<file path="config.mk">
export PLATFORM = sky130hd
export DESIGN_NAME = wp_mode_ctrl
export DESIGN_NICKNAME = d
export VERILOG_FILES = /design/src/rtl/wp_mode_pkg.sv /design/src/rtl/wp_ptr_table.sv /design/src/rtl/wp_replay.sv /design/src/rtl/wp_record.sv /design/src/rtl/wp_mode_ctrl.sv
export SDC_FILE = /design/constraint.sdc
export NUM_CORES = 1
export LEC_CHECK = 0
export ABC_AREA = 1
export BUFFER_PORTS_ARGS = -buffer_cell sky130_fd_sc_hd__buf_2
export CELL_PAD_IN_SITES_DETAIL_PLACEMENT = 0
export CELL_PAD_IN_SITES_GLOBAL_PLACEMENT = 1
export CORE_ASPECT_RATIO = 0.8
export CORE_MARGIN = 2
export CORE_UTILIZATION = 30
export DETAILED_ROUTE_END_ITERATION = 16
export GPL_TIMING_DRIVEN = 0
export MAX_ROUTING_LAYER = met4
export PLACE_DENSITY = 0.62
export SLEW_MARGIN = 20
export SYNTH_ARGS = -nofsm -noshare
export SYNTH_HDL_FRONTEND = slang
export SYNTH_HIERARCHICAL = 1
export SYNTH_SLANG_ARGS = --single-unit
</file>
<file path="constraint.sdc">
create_clock -name clk -period 4.1 [get_ports clk]
set_input_delay 0 -clock clk [delete_from_list [all_inputs] [get_ports clk]]
set_output_delay 0 -clock clk [all_outputs]
set_load 0.01 [all_outputs]
</file>
<file path="src/rtl/wp_mode_pkg.sv">
package wp_mode_pkg;
  typedef enum logic [1:0] {
    MODE_NORMAL = 2'd0,
    MODE_OMIT   = 2'd1,
    MODE_TRACE  = 2'd2
  } wp_mode_e;
endpackage

</file>
<file path="src/rtl/wp_ptr_table.sv">
// Way-pointer table: one row per (entry, half); half 1 = taken path.
module wp_ptr_table #(
  parameter int ENTRIES = 16,
  parameter int PTRS    = 4,
  parameter int WAY_W   = 2,
  localparam int IDX_W  = $clog2(ENTRIES),
  localparam int ROWS   = 2 * ENTRIES,
  localparam int SET_W  = PTRS * WAY_W
) (
  input  logic             clk,
  input  logic             rst_n,
  input  logic             clr_all,
  input  logic             wr_en,
  input  logic [IDX_W-1:0] wr_idx,
  input  logic             wr_half,
  input  logic [SET_W-1:0] wr_set,
  input  logic [IDX_W-1:0] rd_idx,
  input  logic             rd_half,
  output logic             rd_valid,
  output logic [SET_W-1:0] rd_set
);
  logic [SET_W-1:0] set_q [ROWS];
  logic [ROWS-1:0]  vld_q, vld_d;
  logic [SET_W-1:0] set_tk, set_nt;
  logic             vld_tk, vld_nt;

  // both halves read side by side, prediction picks one
  assign set_tk = set_q[{rd_idx, 1'b1}];
  assign set_nt = set_q[{rd_idx, 1'b0}];
  assign vld_tk = vld_q[{rd_idx, 1'b1}];
  assign vld_nt = vld_q[{rd_idx, 1'b0}];
  assign rd_set   = rd_half ? set_tk : set_nt;
  assign rd_valid = rd_half ? vld_tk : vld_nt;

  always_comb begin
    vld_d = vld_q;
    if (clr_all) begin
      vld_d = '0;
    end else if (wr_en) begin
      vld_d[{wr_idx, wr_half}] = 1'b1;
    end
  end

  always_ff @(posedge clk or negedge rst_n) begin
    if (!rst_n) vld_q <= '0;
    else        vld_q <= vld_d;
  end

  // pointer payload carries no reset; it is only read behind a valid bit
  always_ff @(posedge clk) begin
    for (int r = 0; r < ROWS; r++) begin
      if (wr_en && !clr_all && ({wr_idx, wr_half} == r[IDX_W:0])) set_q[r] <= wr_set;
    end
  end
endmodule

</file>
<file path="src/rtl/wp_replay.sv">
// Holds the set being replayed and the line position within it.
module wp_replay #(
  parameter int PTRS   = 4,
  parameter int WAY_W  = 2,
  localparam int POS_W = (PTRS > 1) ? $clog2(PTRS) : 1,
  localparam int SET_W = PTRS * WAY_W
) (
  input  logic             clk,
  input  logic             rst_n,
  input  logic             load,
  input  logic [SET_W-1:0] load_set,
  input  logic             adv,
  output logic [WAY_W-1:0] cur_way,
  output logic             at_last
);
  logic [SET_W-1:0] set_q;
  logic [POS_W-1:0] pos_q, pos_d;

  always_comb begin
    pos_d = pos_q;
    if (load)     pos_d = '0;
    else if (adv) pos_d = pos_q + 1'b1;
  end

  always_ff @(posedge clk or negedge rst_n) begin
    if (!rst_n) pos_q <= '0;
    else        pos_q <= pos_d;
  end

  always_ff @(posedge clk) begin
    if (load) set_q <= load_set;
  end

  assign cur_way = set_q[pos_q*WAY_W +: WAY_W];
  assign at_last = (pos_q == POS_W'(PTRS - 1));
endmodule

</file>
<file path="src/rtl/wp_record.sv">
// Collects hit ways line by line; the tail slot is filled from the live input.
module wp_record #(
  parameter int PTRS   = 4,
  parameter int WAY_W  = 2,
  localparam int POS_W = (PTRS > 1) ? $clog2(PTRS) : 1,
  localparam int SET_W = PTRS * WAY_W
) (
  input  logic             clk,
  input  logic             rst_n,
  input  logic             start,
  input  logic             push,
  input  logic [WAY_W-1:0] way_in,
  output logic [SET_W-1:0] out_set,
  output logic             at_last
);
  logic [WAY_W-1:0] slot_q [PTRS];
  logic [POS_W-1:0] fill_q, fill_d;

  always_comb begin
    fill_d = fill_q;
    if (start)     fill_d = '0;
    else if (push) fill_d = fill_q + 1'b1;
  end

  always_ff @(posedge clk or negedge rst_n) begin
    if (!rst_n) fill_q <= '0;
    else        fill_q <= fill_d;
  end

  always_ff @(posedge clk) begin
    if (push && !start) slot_q[fill_q] <= way_in;
  end

  // slot at the fill position takes the way of the line holding the branch
  for (genvar k = 0; k < PTRS; k++) begin : g_slot
    assign out_set[k*WAY_W +: WAY_W] = (fill_q == POS_W'(k)) ? way_in : slot_q[k];
  end

  assign at_last = (fill_q == POS_W'(PTRS - 1));
endmodule

</file>
<file path="src/rtl/wp_mode_ctrl.sv">
module wp_mode_ctrl #(
  parameter int WAYS    = 4,
  parameter int PTRS    = 4,
  parameter int ENTRIES = 16,
  localparam int WAY_W  = $clog2(WAYS),
  localparam int IDX_W  = $clog2(ENTRIES),
  localparam int SET_W  = PTRS * WAY_W
) (
  input  logic             clk,
  input  logic             rst_n,
  input  logic             btb_hit,
  input  logic [IDX_W-1:0] btb_idx,
  input  logic             btb_repl,
  input  logic             pred_taken,
  input  logic             ras_target,
  input  logic             br_mispredict,
  input  logic             line_cross,
  input  logic [WAY_W-1:0] cache_hit_way,
  input  logic             cache_miss,
  output logic [1:0]       mode,
  output logic [WAY_W-1:0] omit_way,
  output logic             skip_tag
);
  import wp_mode_pkg::*;

  // reset: asserts at once, leaves on the clock
  logic [1:0] rst_sync_q;
  logic       rst_int_n;
  always_ff @(posedge clk or negedge rst_n) begin
    if (!rst_n) rst_sync_q <= 2'b00;
    else        rst_sync_q <= {rst_sync_q[0], 1'b1};
  end
  assign rst_int_n = rst_sync_q[1];

  wp_mode_e         mode_q, mode_d;
  logic [IDX_W-1:0] prev_idx_q;
  logic             prev_half_q;
  logic             prev_cap;
  logic             tbl_clr, tbl_wr, tbl_vld;
  logic [SET_W-1:0] tbl_set, rec_set;
  logic             rp_load, rp_adv, rp_last;
  logic             rc_start, rc_push, rc_last;
  logic [WAY_W-1:0] rp_way;

  // next-state: miss/repl > ras/mispredict > btb hit > line strobe
  always_comb begin
    mode_d   = mode_q;
    tbl_clr  = 1'b0;
    tbl_wr   = 1'b0;
    rp_load  = 1'b0;
    rp_adv   = 1'b0;
    rc_start = 1'b0;
    rc_push  = 1'b0;
    prev_cap = 1'b0;
    if (cache_miss || btb_repl) begin
      tbl_clr = 1'b1;
      mode_d  = MODE_NORMAL;
    end else if (ras_target || br_mispredict) begin
      mode_d = MODE_NORMAL;
    end else if (btb_hit) begin
      tbl_wr = (mode_q == MODE_TRACE);
      if (tbl_vld) begin
        mode_d  = MODE_OMIT;
        rp_load = 1'b1;
      end else begin
        mode_d   = MODE_TRACE;
        rc_start = 1'b1;
        prev_cap = 1'b1;
      end
    end else if (line_cross) begin
      if (mode_q == MODE_OMIT) begin
        if (rp_last) mode_d = MODE_NORMAL;
        else         rp_adv = 1'b1;
      end else if (mode_q == MODE_TRACE) begin
        if (rc_last) mode_d = MODE_NORMAL;
        else         rc_push = 1'b1;
      end
    end
  end

  always_ff @(posedge clk or negedge rst_int_n) begin
    if (!rst_int_n) mode_q <= MODE_NORMAL;
    else            mode_q <= mode_d;
  end

  always_ff @(posedge clk or negedge rst_int_n) begin
    if (!rst_int_n) begin
      prev_idx_q  <= '0;
      prev_half_q <= 1'b0;
    end else if (prev_cap) begin
      prev_idx_q  <= btb_idx;
      prev_half_q <= pred_taken;
    end
  end

  wp_ptr_table #(.ENTRIES(ENTRIES), .PTRS(PTRS), .WAY_W(WAY_W)) u_table (
    .clk      (clk),
    .rst_n    (rst_int_n),
    .clr_all  (tbl_clr),
    .wr_en    (tbl_wr),
    .wr_idx   (prev_idx_q),
    .wr_half  (prev_half_q),
    .wr_set   (rec_set),
    .rd_idx   (btb_idx),
    .rd_half  (pred_taken),
    .rd_valid (tbl_vld),
    .rd_set   (tbl_set)
  );

  wp_replay #(.PTRS(PTRS), .WAY_W(WAY_W)) u_replay (
    .clk      (clk),
    .rst_n    (rst_int_n),
    .load     (rp_load),
    .load_set (tbl_set),
    .adv      (rp_adv),
    .cur_way  (rp_way),
    .at_last  (rp_last)
  );

  wp_record #(.PTRS(PTRS), .WAY_W(WAY_W)) u_record (
    .clk     (clk),
    .rst_n   (rst_int_n),
    .start   (rc_start),
    .push    (rc_push),
    .way_in  (cache_hit_way),
    .out_set (rec_set),
    .at_last (rc_last)
  );

  assign mode     = mode_q;
  assign skip_tag = (mode_q == MODE_OMIT);
  assign omit_way = (mode_q == MODE_OMIT) ? rp_way : '0;
endmodule

</file>
[Word level (Yosys, flattened, before mapping)]
Memory sizes are Yosys's and may differ from the RTL's.
Index checks and enable logic that the tools add are counted.
Storage, ports and cells
  bits of input ports: 15
  output and inout port bits: 5
  memories kept: 2
  latch bits: 0
  bits in writable memories: 264
  logic and storage cells: 347
  ROM bits: 0
  bits in registers: 53
Memories
  u_table.set_q: words 32, bits a word 8, read ports 2, clocked after Yosys merged registers in 0, write ports 1, line wp_ptr_table.sv:22  | logic [SET_W-1:0] set_q [ROWS];
  u_record.slot_q: words 4, bits a word 2, read ports 4, clocked after Yosys merged registers in 0, write ports 1, line wp_record.sv:16  | logic [WAY_W-1:0] slot_q [PTRS];
Cells by class
  magnitude comparators: 4
  bitwise gates (word level): 1
  equality and inequality tests: 38
  div/mod/pow operators: 0
  muxes and demuxes: 212
  reduce and logical (&&, ||, !) cells: 79
  add/subtract/negate cells: 2
  shift-type cells: 1
  multiply operators: 0
Operator list (count)
  8-bit 2-to-1 mux: 32
  8-bit OR reduction: 31
  5-bit 2-to-1 mux: 31
  1-bit 2-to-1 mux: 126
  5-bit == test, second input constant: 16
  32-bit 2-to-1 mux: 2
  5-bit by 4-bit == test with 1-bit output, second input constant: 8
  2-bit 2-to-1 mux: 18
  1-bit logical AND: 35
  32-bit OR: 1
  5-bit by 3-bit == test with 1-bit output, second input constant: 4
  5-bit by 6-bit < comparator with 1-bit output, second input constant: 3
  5-bit by 2-bit == test with 1-bit output, second input constant: 2
  5-bit nonzero test: 2
  1-bit binary-select mux with 4-bit select: 2
  2-bit == test, second input constant: 4
  8-bit by 4-bit indexed part select with 2-bit output: 1
  2-bit nonzero test: 3
  1-bit demux with 5-bit select: 1
  5-bit by 1-bit == test with 1-bit output, second input constant: 1
  5-bit by 1-bit greater-or-equal comparator with 1-bit output, second input constant: 1
  5-bit zero test: 1
  5-bit by 2-bit inequality test with 1-bit output, second input constant: 1
  2-bit by 1-bit adder with 2-bit output, second input constant: 2
  6 further kinds: 9

[Longest topological paths before layout]
Gate-level depths: netlist (run 1).
  depth after elaboration: 40
  gate-level depth with buffers: 18
  mapped depth without buffers: 15

[By module]
Netlist (run 1), hierarchy kept.
By module, submodules not included
  wp_ptr_table: cells each 1094, area each 11997.8 µm², instances 1, sequential area each 8488.1 µm²
  wp_record: cells each 57, area each 506.7 µm², instances 1, sequential area each 290.3 µm²
  wp_mode_ctrl: cells each 59, area each 452.9 µm², instances 1, sequential area each 225.2 µm²
  wp_replay: cells each 42, area each 429.2 µm², instances 1, sequential area each 290.3 µm²

[Least setup slack after synthesis (run 1)]
OpenSTA, ideal clock, no wires.
  path type: register to register
  start: register mode_q[0], in the netlist mode[0]
  end: memory u_table/set_q[0][0] (netlist bit) (enable)
  slack: 1.989 ns
  data arrival time: 1.741 ns
  clock period less this slack: 2.111 ns
  required time: 3.730 ns
  library setup time: 0.370 ns
  path buffers: 1
  stages on the path, launching flop included: 9
  cell sequence: dfrtp_1 -> inv_1 -> nand2_1 -> nor3_1 -> inv_1 -> nor2_1 -> nand3_1 -> buf_2 -> nor2_1
On the way
  cells in the longest elaborated chain, start to end: 40
  elaborated cells on any way between the ends: 194
  classes of those cells: eq/ne: 1; mux: 129; reduce/logical: 64
RTL lines
  start: declaration: line wp_mode_ctrl.sv:35  | wp_mode_e mode_q, mode_d;
  start signal: assignment: line wp_mode_ctrl.sv:83  | else mode_q <= mode_d;
  2-bit == test *: line wp_mode_ctrl.sv:61  | tbl_wr = (mode_q == MODE_TRACE);
  1-bit 2-to-1 mux *: line wp_mode_ctrl.sv:60  | end else if (btb_hit) begin
  1-bit 2-to-1 mux *: line wp_mode_ctrl.sv:58  | end else if (ras_target || br_mispredict) begin
  1-bit 2-to-1 mux *: line wp_mode_ctrl.sv:55  | if (cache_miss || btb_repl) begin
  via tbl_wr: line wp_mode_ctrl.sv:39  | logic tbl_clr, tbl_wr, tbl_vld;
  1-bit logical AND *: line wp_ptr_table.sv:52  | if (wr_en && !clr_all && ({wr_idx, wr_half} == r[IDX_W:0])) set_q[r] <= wr_set;
  1-bit logical AND: line wp_ptr_table.sv:52
  1-bit 2-to-1 mux: line wp_ptr_table.sv:52
  1-bit 2-to-1 mux (not written as such): line wp_ptr_table.sv:52
  8-bit OR reduction (no source line)
  5-bit 2-to-1 mux (no source line) or 1-bit 2-to-1 mux (tied branches) (31 in a row)
  end: declaration: line wp_ptr_table.sv:22
The timed path passes the listed nets; every way through them passes the cells marked *.

[Worst setup path after layout (run 1)]
  start: register mode_q[0], in the netlist mode[0]
  end: memory u_table/set_q[11][15] (netlist bit) (enable)
The elaborated chain is that of the path after synthesis.

==> flow_metrics.env, run 1 <==
export IMPL_powerDensity_nw_per_um2=461
export IMPL_antenna_left=0
export IMPL_vias_per_cell=4.81
export IMPL_finClkSkew_ns=0.0222
export IMPL_crit_chain="inv_1 -> nand2_1 -> nor3_1 -> inv_1 -> nor2_1 -> nand3_1 -> buf_2 -> nor2_1"
export IMPL_cts_made_buffers=34
export IMPL_dr_first_iter_drc_count=1047
export IMPL_status="finished, final reports clean"
export IMPL_maxCapViolations=0
export IMPL_grt_pass1_wl_mm=59.8
export IMPL_layout_nets=1349
export IMPL_rows=69
export IMPL_post_dp_hpwl_mm=28.2
export IMPL_min_from="ras_target"
export IMPL_area_growth_pct=17.7
export IMPL_first_pass_iters=6
export IMPL_netlist_instances=1252
export IMPL_final_hold_viol_count=0
export IMPL_syn_area_um2=13400
export IMPL_grt_pass1_vias=8752
export IMPL_wirelength_mm=41.4
export IMPL_grt_usage=0.186
export IMPL_setup_violations=0
export IMPL_fillers=4430
export IMPL_dieArea_um2=46300
export IMPL_finalCritPeriodShare=0.724
export IMPL_p_sw_mw=1.68
export IMPL_cts_tree="yes"
export IMPL_synth_edff_count=272
export IMPL_htreeDepth=2
export IMPL_synth_nets=1272
export IMPL_reg2reg_to="u_table/set_q[11][15]"
export IMPL_fin_ws_ns=1.13
export IMPL_fmax_ghz=0.337
export IMPL_wl_per_cell_um=21.2
export IMPL_crit_path_top_delay_cell="nor2_1"
export IMPL_maxSlewHeadroom=0.322
export IMPL_whs_ns=0.0334
export IMPL_ctsLongestPathBuffers=3
export IMPL_min_path_type="in2reg"
export IMPL_grt_max_degree=33
export IMPL_antenna_found_initial=1
export IMPL_boundaryPins=20
export IMPL_post_route_min_period_ns=2.97
export IMPL_rsz0062_at_grt="no"
export IMPL_die_y_um=193
export IMPL_initial_utilization=0.303
export IMPL_synth_top_area_share=0.610
export IMPL_ys_seq_area_frac=0.694
export IMPL_seq_power_share=0.484
export IMPL_gp_congestion=0.860
export IMPL_p_leak_nw=5.98
export IMPL_drv_slew=0
export IMPL_rrSetupSlack_ns=1.13
export IMPL_path_class="reg2reg"
export IMPL_hold_depth=6
export IMPL_post_cts_setup_buffer_count=0
export IMPL_tns_ns=0
export IMPL_cts_root_buffer="clkbuf_16"
export IMPL_reg2reg_from="mode[0]"
export IMPL_final_area_um2=15800
export IMPL_netlist_top_cells_area="edfxtp_1 61%, nand2_1 13%, nand3_1 9.0%, dfrtp_1 8.4%, inv_1 1.8%"
export IMPL_synth_ff_type="edfxtp_1"
export IMPL_p_int_mw=5.59
export IMPL_synth_seq_cells=317
export IMPL_die_w_um=240
export IMPL_end_kind="flip-flop"
export IMPL_min_to="mode[1]"
export IMPL_path_clk_slew_ns=0.06
export IMPL_slowest_delay_ns=0.79
export IMPL_p_sw_frac=0.231
export IMPL_power_frac_clock=0.446
export IMPL_drive_above_1_share=0.106
export IMPL_io_buffers=19
export IMPL_syn_area_per_cell_um2=10.7
export IMPL_dpl_instance_area_um2=14500
export IMPL_synth_warnings=6
export IMPL_via_count=9418
export IMPL_total_power_mw=7.27
export IMPL_antenna_cells=0
export IMPL_clk_insertion_delay_late_ns=0.54
export IMPL_required_ns=4.25
export IMPL_coreArea_um2=44200
export IMPL_ys_types=26
export IMPL_start_kind="flip-flop"
export IMPL_r2r_cells=8
export IMPL_crit_arrival_ns=3.11
export IMPL_drc=0
export IMPL_synth_top_area_cell="edfxtp_1"
export IMPL_critPathMaxFanout=10
export IMPL_async_flop_share=0.142
export IMPL_place_ws_ns=1.21
export IMPL_ir_drop_uv=226
export IMPL_grt_ovfl_total=0
export IMPL_max_slew_worst_pin_slew_ns=1.01
export IMPL_clock_sinks=317
export IMPL_p_comb_frac=0.070
==> placed cells by master (no fill, tap or decap) <==
master	n
nor3_2	1
nor2_1	43
bufinv_16	5
clkinv_1	9
nor3_1	1
edfxtp_1	272
nand2_2	10
nand2_4	1
dfrtp_1	44
o22ai_1	32
dlygate4sd3_1	14
inv_6	2
dfrtp_2	1
nor2_4	1
buf_6	8
inv_1	65
clkbuf_1	16
buf_1	7
buf_4	2
nor2_2	2
clkbuf_16	37
nand3_1	240
buf_2	58
inv_4	1
buf_12	3
inv_2	2
clkinv_2	3
clkinv_4	1
ha_1	5
nand2_1	459
buf_16	5
o21ai_0	1
clkinvlp_4	1
o21ai_1	1
conb_1	1
==> per-layer routing <==
metal,track usage,vias to the layer above,part of all wire
met4,0.0358,0,0.013
met5,-,-,0
met1,0.280,4653,0.50
li1,-,4416,-
met3,0.0357,49,0.069
met2,0.261,300,0.42
==> metrics by stage <==
stage                     cells   util
after detailed placement   1882  0.327
after global routing       1957  0.357
final                      1957  0.357
after floorplan            1252      -
after global placement     1874  0.322
after CTS                  1957  0.357
==> worst max-delay path by stage <==
stage                 start                    end  slack, ns  cells past startpoint
CTS                 mode[0]    u_table/set_q[3][7]       1.21                      8
floorplan           mode[0]    u_table/set_q[0][0]       1.99                      8
global route        mode[0]   u_table/set_q[11][8]       1.02                      8
finish              mode[0]  u_table/set_q[11][15]       1.13                      8
global placement    mode[0]    u_table/set_q[3][7]       1.24                      8
detailed placement  mode[0]    u_table/set_q[3][1]       1.21                      8
==> what timing repair did <==
action / CTS / global route
gates resized for setup: 0 / 0
hold buffers: 14 / 0
setup endpoints to repair: 0 / 0
endpoints found under the hold margin: 21 / 0
==> registers in the layout (all words and copies together), names as in the netlist <==
signal           flops
u_replay/pos_q       2
mode                 2
rst_sync_q           2
u_replay/set_q       8
prev_half_q          1
u_table/set_q      256
prev_idx_q           4
u_table/vld_q       32
u_record/fill_q      2
u_record/slot_q      8
==> final cells by class <==
cell class / count / area (µm²) / area share
Inverter: 72 / 278 / 0.0176
Tap cell: 603 / 754 / 0.0479
Timing Repair Buffer: 41 / 433 / 0.0275
Clock buffer: 44 / 952 / 0.0604
Sequential cell: 317 / 9300 / 0.590
Buffer: 65 / 360 / 0.0229
Multi-Input combinational cell: 798 / 3470 / 0.220
Clock inverter: 17 / 213 / 0.0135
==> power groups by stage <==
stage	clock, mW	sequential, mW	combinational (mW)
CTS	3.31	3.52	0.506
finish	3.24	3.52	0.510
global route	3.42	3.52	0.558
detailed placement	0	3.59	0.497
floorplan	0	3.58	0.287
global placement	0	3.59	0.482
==> critical path, delay by kind of cell, from the launching register on <==
kind / cells / cell delay [ns]
flip-flops: 1 / 0.40
AND/OR/NAND/NOR: 5 / 1.62
buffers and inverters: 3 / 0.55
==> synthesized netlist by cell type, types with 2 or more instances <==
cell and n:
nand2_1 467, edfxtp_1 272, nand3_1 240, inv_1 65
dfrtp_1 45, nor2_1 43, buf_2 39, o22ai_1 32
clkbuf_1 9, buf_6 8, buf_1 7, ha_1 5
clkinv_1 3, buf_4 2, inv_2 2, nand2_2 2
nor2_2 2
==> kinds of logic after synthesis <==
| family | synth area share |
|---|---|
| buffers and inverters | 0.0477 |
| AO/OA/AOI/OAI | 0.0157 |
| adder cells (fa/ha/maj) | 0.00467 |
| other | 0.000280 |
| AND/OR/NAND/NOR | 0.237 |
| flip-flops | 0.694 |
(Power assumes the default switching activity.)
==> run 2: changes to the inputs <==
==> constraint.sdc (replaced) <==
create_clock -name clk -period 3 [get_ports clk]
set_input_delay 0 -clock clk [delete_from_list [all_inputs] [get_ports clk]]
set_output_delay 0 -clock clk [all_outputs]
set_load 0.01 [all_outputs]
==> run 2 against run 1 <==
Clock power increased by 37%. Die area did not move. Power rose by 37%. Clock-buffer cell count is the same. Final area is 0.25% higher. Cell count stayed put. Global-route usage stayed put. Hold slack gained 0.011 ns. Sequential share of layout area shrank 0.15 points. First-iteration DRC count is 3.9% lower. Combinational power grew 38%.
==> flow_metrics.env, run 2 (synthesized netlist as in run 1, its figures left out) <==
export IMPL_status="finished, final reports clean"
export IMPL_reg2reg_to="u_table/set_q[15][5]"
export IMPL_path_clk_slew_ns=0.06
export IMPL_io_buffers=19
export IMPL_min_from="ras_target"
export IMPL_min_path_type="in2reg"
export IMPL_final_area_um2=15800
export IMPL_regMostFlops="u_table/set_q"
export IMPL_antenna_cells=0
export IMPL_path_buf_inv=3
export IMPL_antenna_found_initial=1
export IMPL_rows=69
export IMPL_place_ws_ns=0.115
export IMPL_coreArea_um2=44200
export IMPL_min_to="mode[1]"
export IMPL_wirelength_mm=41.4
export IMPL_max_slew_worst_pin_slew_ns=0.851
export IMPL_finClkSkew_ns=0.0192
export IMPL_maxSlewHeadroom=0.433
export IMPL_tns_ns=0
export IMPL_fin_cells=1957
export IMPL_via_count=9435
export IMPL_grt_ovfl_total=0
export IMPL_largest_reg_flops=256
export IMPL_rrSetupSlack_ns=0.15
export IMPL_post_cts_setup_buffer_count=0
export IMPL_slowest_delay_ns=0.65
export IMPL_vias_per_cell=4.82
export IMPL_powerDensity_nw_per_um2=629
export IMPL_finalCritPeriodShare=0.949
export IMPL_critPathMaxFanout=10
export IMPL_htreeDepth=2
export IMPL_grt_usage=0.186
export IMPL_dr_first_iter_drc_count=1006
export IMPL_final_util=0.357
export IMPL_routedLengthMet1_mm=20.5
export IMPL_clk_insertion_delay_late_ns=0.53
export IMPL_setup_violations=0
export IMPL_grt_pass1_wl_mm=59.8
export IMPL_antenna_left=0
export IMPL_r2r_cells=8
export IMPL_cts_root_buffer="clkbuf_16"
export IMPL_largestRegisters="u_table/set_q: 256 flops, u_table/vld_q: 32 flops"
export IMPL_fillers=4435
export IMPL_dpl_instance_area_um2=14500
export IMPL_boundaryPins=20
export IMPL_post_dp_hpwl_mm=28.2
export IMPL_dieArea_um2=46300
export IMPL_p_leak_nw=5.97
export IMPL_path_class="reg2reg"
export IMPL_drv_slew=0
export IMPL_cts_made_buffers=34
export IMPL_wl_met2_mm=17.5
export IMPL_layout_commonest_cell="nand2_1"
export IMPL_gp_congestion=0.860
export IMPL_cts_tree="yes"
export IMPL_highest_layer="met4"
export IMPL_die_w_um=240
export IMPL_end_kind="flip-flop"
export IMPL_final_cell_mix="459 x nand2_1, 272 x edfxtp_1, 240 x nand3_1, 65 x inv_1, 58 x buf_2"
export IMPL_final_hold_viol_count=0
export IMPL_initial_utilization=0.303
export IMPL_area_growth_pct=18.0
export IMPL_layout_nets=1349
export IMPL_ir_drop_uv=308
export IMPL_clock_sinks=317
export IMPL_fmax_ghz=0.351
export IMPL_post_route_min_period_ns=2.85
export IMPL_ctsLongestPathBuffers=3
export IMPL_maxCapViolations=0
export IMPL_hold_depth=6
export IMPL_reg2reg_from="mode[0]"
export IMPL_grt_pass1_vias=8752
export IMPL_crit_arrival_ns=2.99
export IMPL_cpLargestDelayFamily="simple AND/OR/NAND/NOR gates"
export IMPL_start_kind="flip-flop"
export IMPL_die_y_um=193
export IMPL_drive_above_1_share=0.118
export IMPL_crit_path_top_delay_cell="nor2_1"
export IMPL_wl_met3_mm=2.93
export IMPL_required_ns=3.15
export IMPL_total_power_mw=9.95
export IMPL_fin_ws_ns=0.152
export IMPL_crit_chain="inv_1 -> nand2_1 -> nor3_1 -> inv_1 -> nor2_1 -> nand3_1 -> buf_2 -> nor2_1"
export IMPL_drc=0
export IMPL_first_pass_iters=6
export IMPL_whs_ns=0.0447
export IMPL_rsz0062_at_grt="yes"
export IMPL_grt_max_degree=33
export IMPL_wl_per_cell_um=21.2
export IMPL_placed_cells_incl_taps=1882
[run 2: cell counts in the layout (fill, tap and decap cells not counted)]
Identical to the previous run, type by type.
[run 2: final cells by class]
cell class                 instances  area (µm²)  area share
sequential                       317        9300       0.588
timing repair buffer              41         433      0.0274
buffer                            65         360      0.0228
multi-input combinational        798        3510       0.222
clock buffer                      44         952      0.0603
inverter                          72         278      0.0176
tap                              603         754      0.0478
clock inverter                    17         213      0.0135
[run 2: worst reg2reg max path, delay by kind of cell (launching register included)]
family	cells	cell delay, ns
buf+inv	3	0.57
flops	1	0.40
simple gates	5	1.49
[run 2: metal layers]
layer,track usage,vias to the layer above
met5,-,-
met4,0.0358,0
met3,0.0357,48
met2,0.261,297
met1,0.280,4670
li1,-,4420
[run 2: worst max path at each step]
stage / startpoint / depth (start not counted) / endpoint / slack [ns]
3_3_place_gp: mode[0] / 8 / u_table/set_q[3][7] / 0.14
4_1_cts: mode[0] / 8 / u_table/set_q[3][7] / 0.11
3_5_place_dp: mode[0] / 8 / u_table/set_q[3][1] / 0.11
6_report: mode[0] / 8 / u_table/set_q[15][5] / 0.15
2_1_floorplan: mode[0] / 8 / u_table/set_q[10][0] / 0.89
5_1_grt: mode[0] / 8 / u_table/set_q[10][0] / 0.0003
[run 2: power by group]
group | total [mW] | internal [mW] | switching [mW]
clock network | 4.43 | 2.68 | 1.75
logic | 0.704 | 0.188 | 0.516
registers | 4.81 | 4.77 | 0.0405
total | 9.95 | 7.64 | 2.31
[run 2: timing repair]
item / CTS / global route
endpoints found under the setup margin: 0 / 97
gates resized for setup: 0 / 16
hold endpoints to repair: 21 / 0
hold buffers: 14 / 0
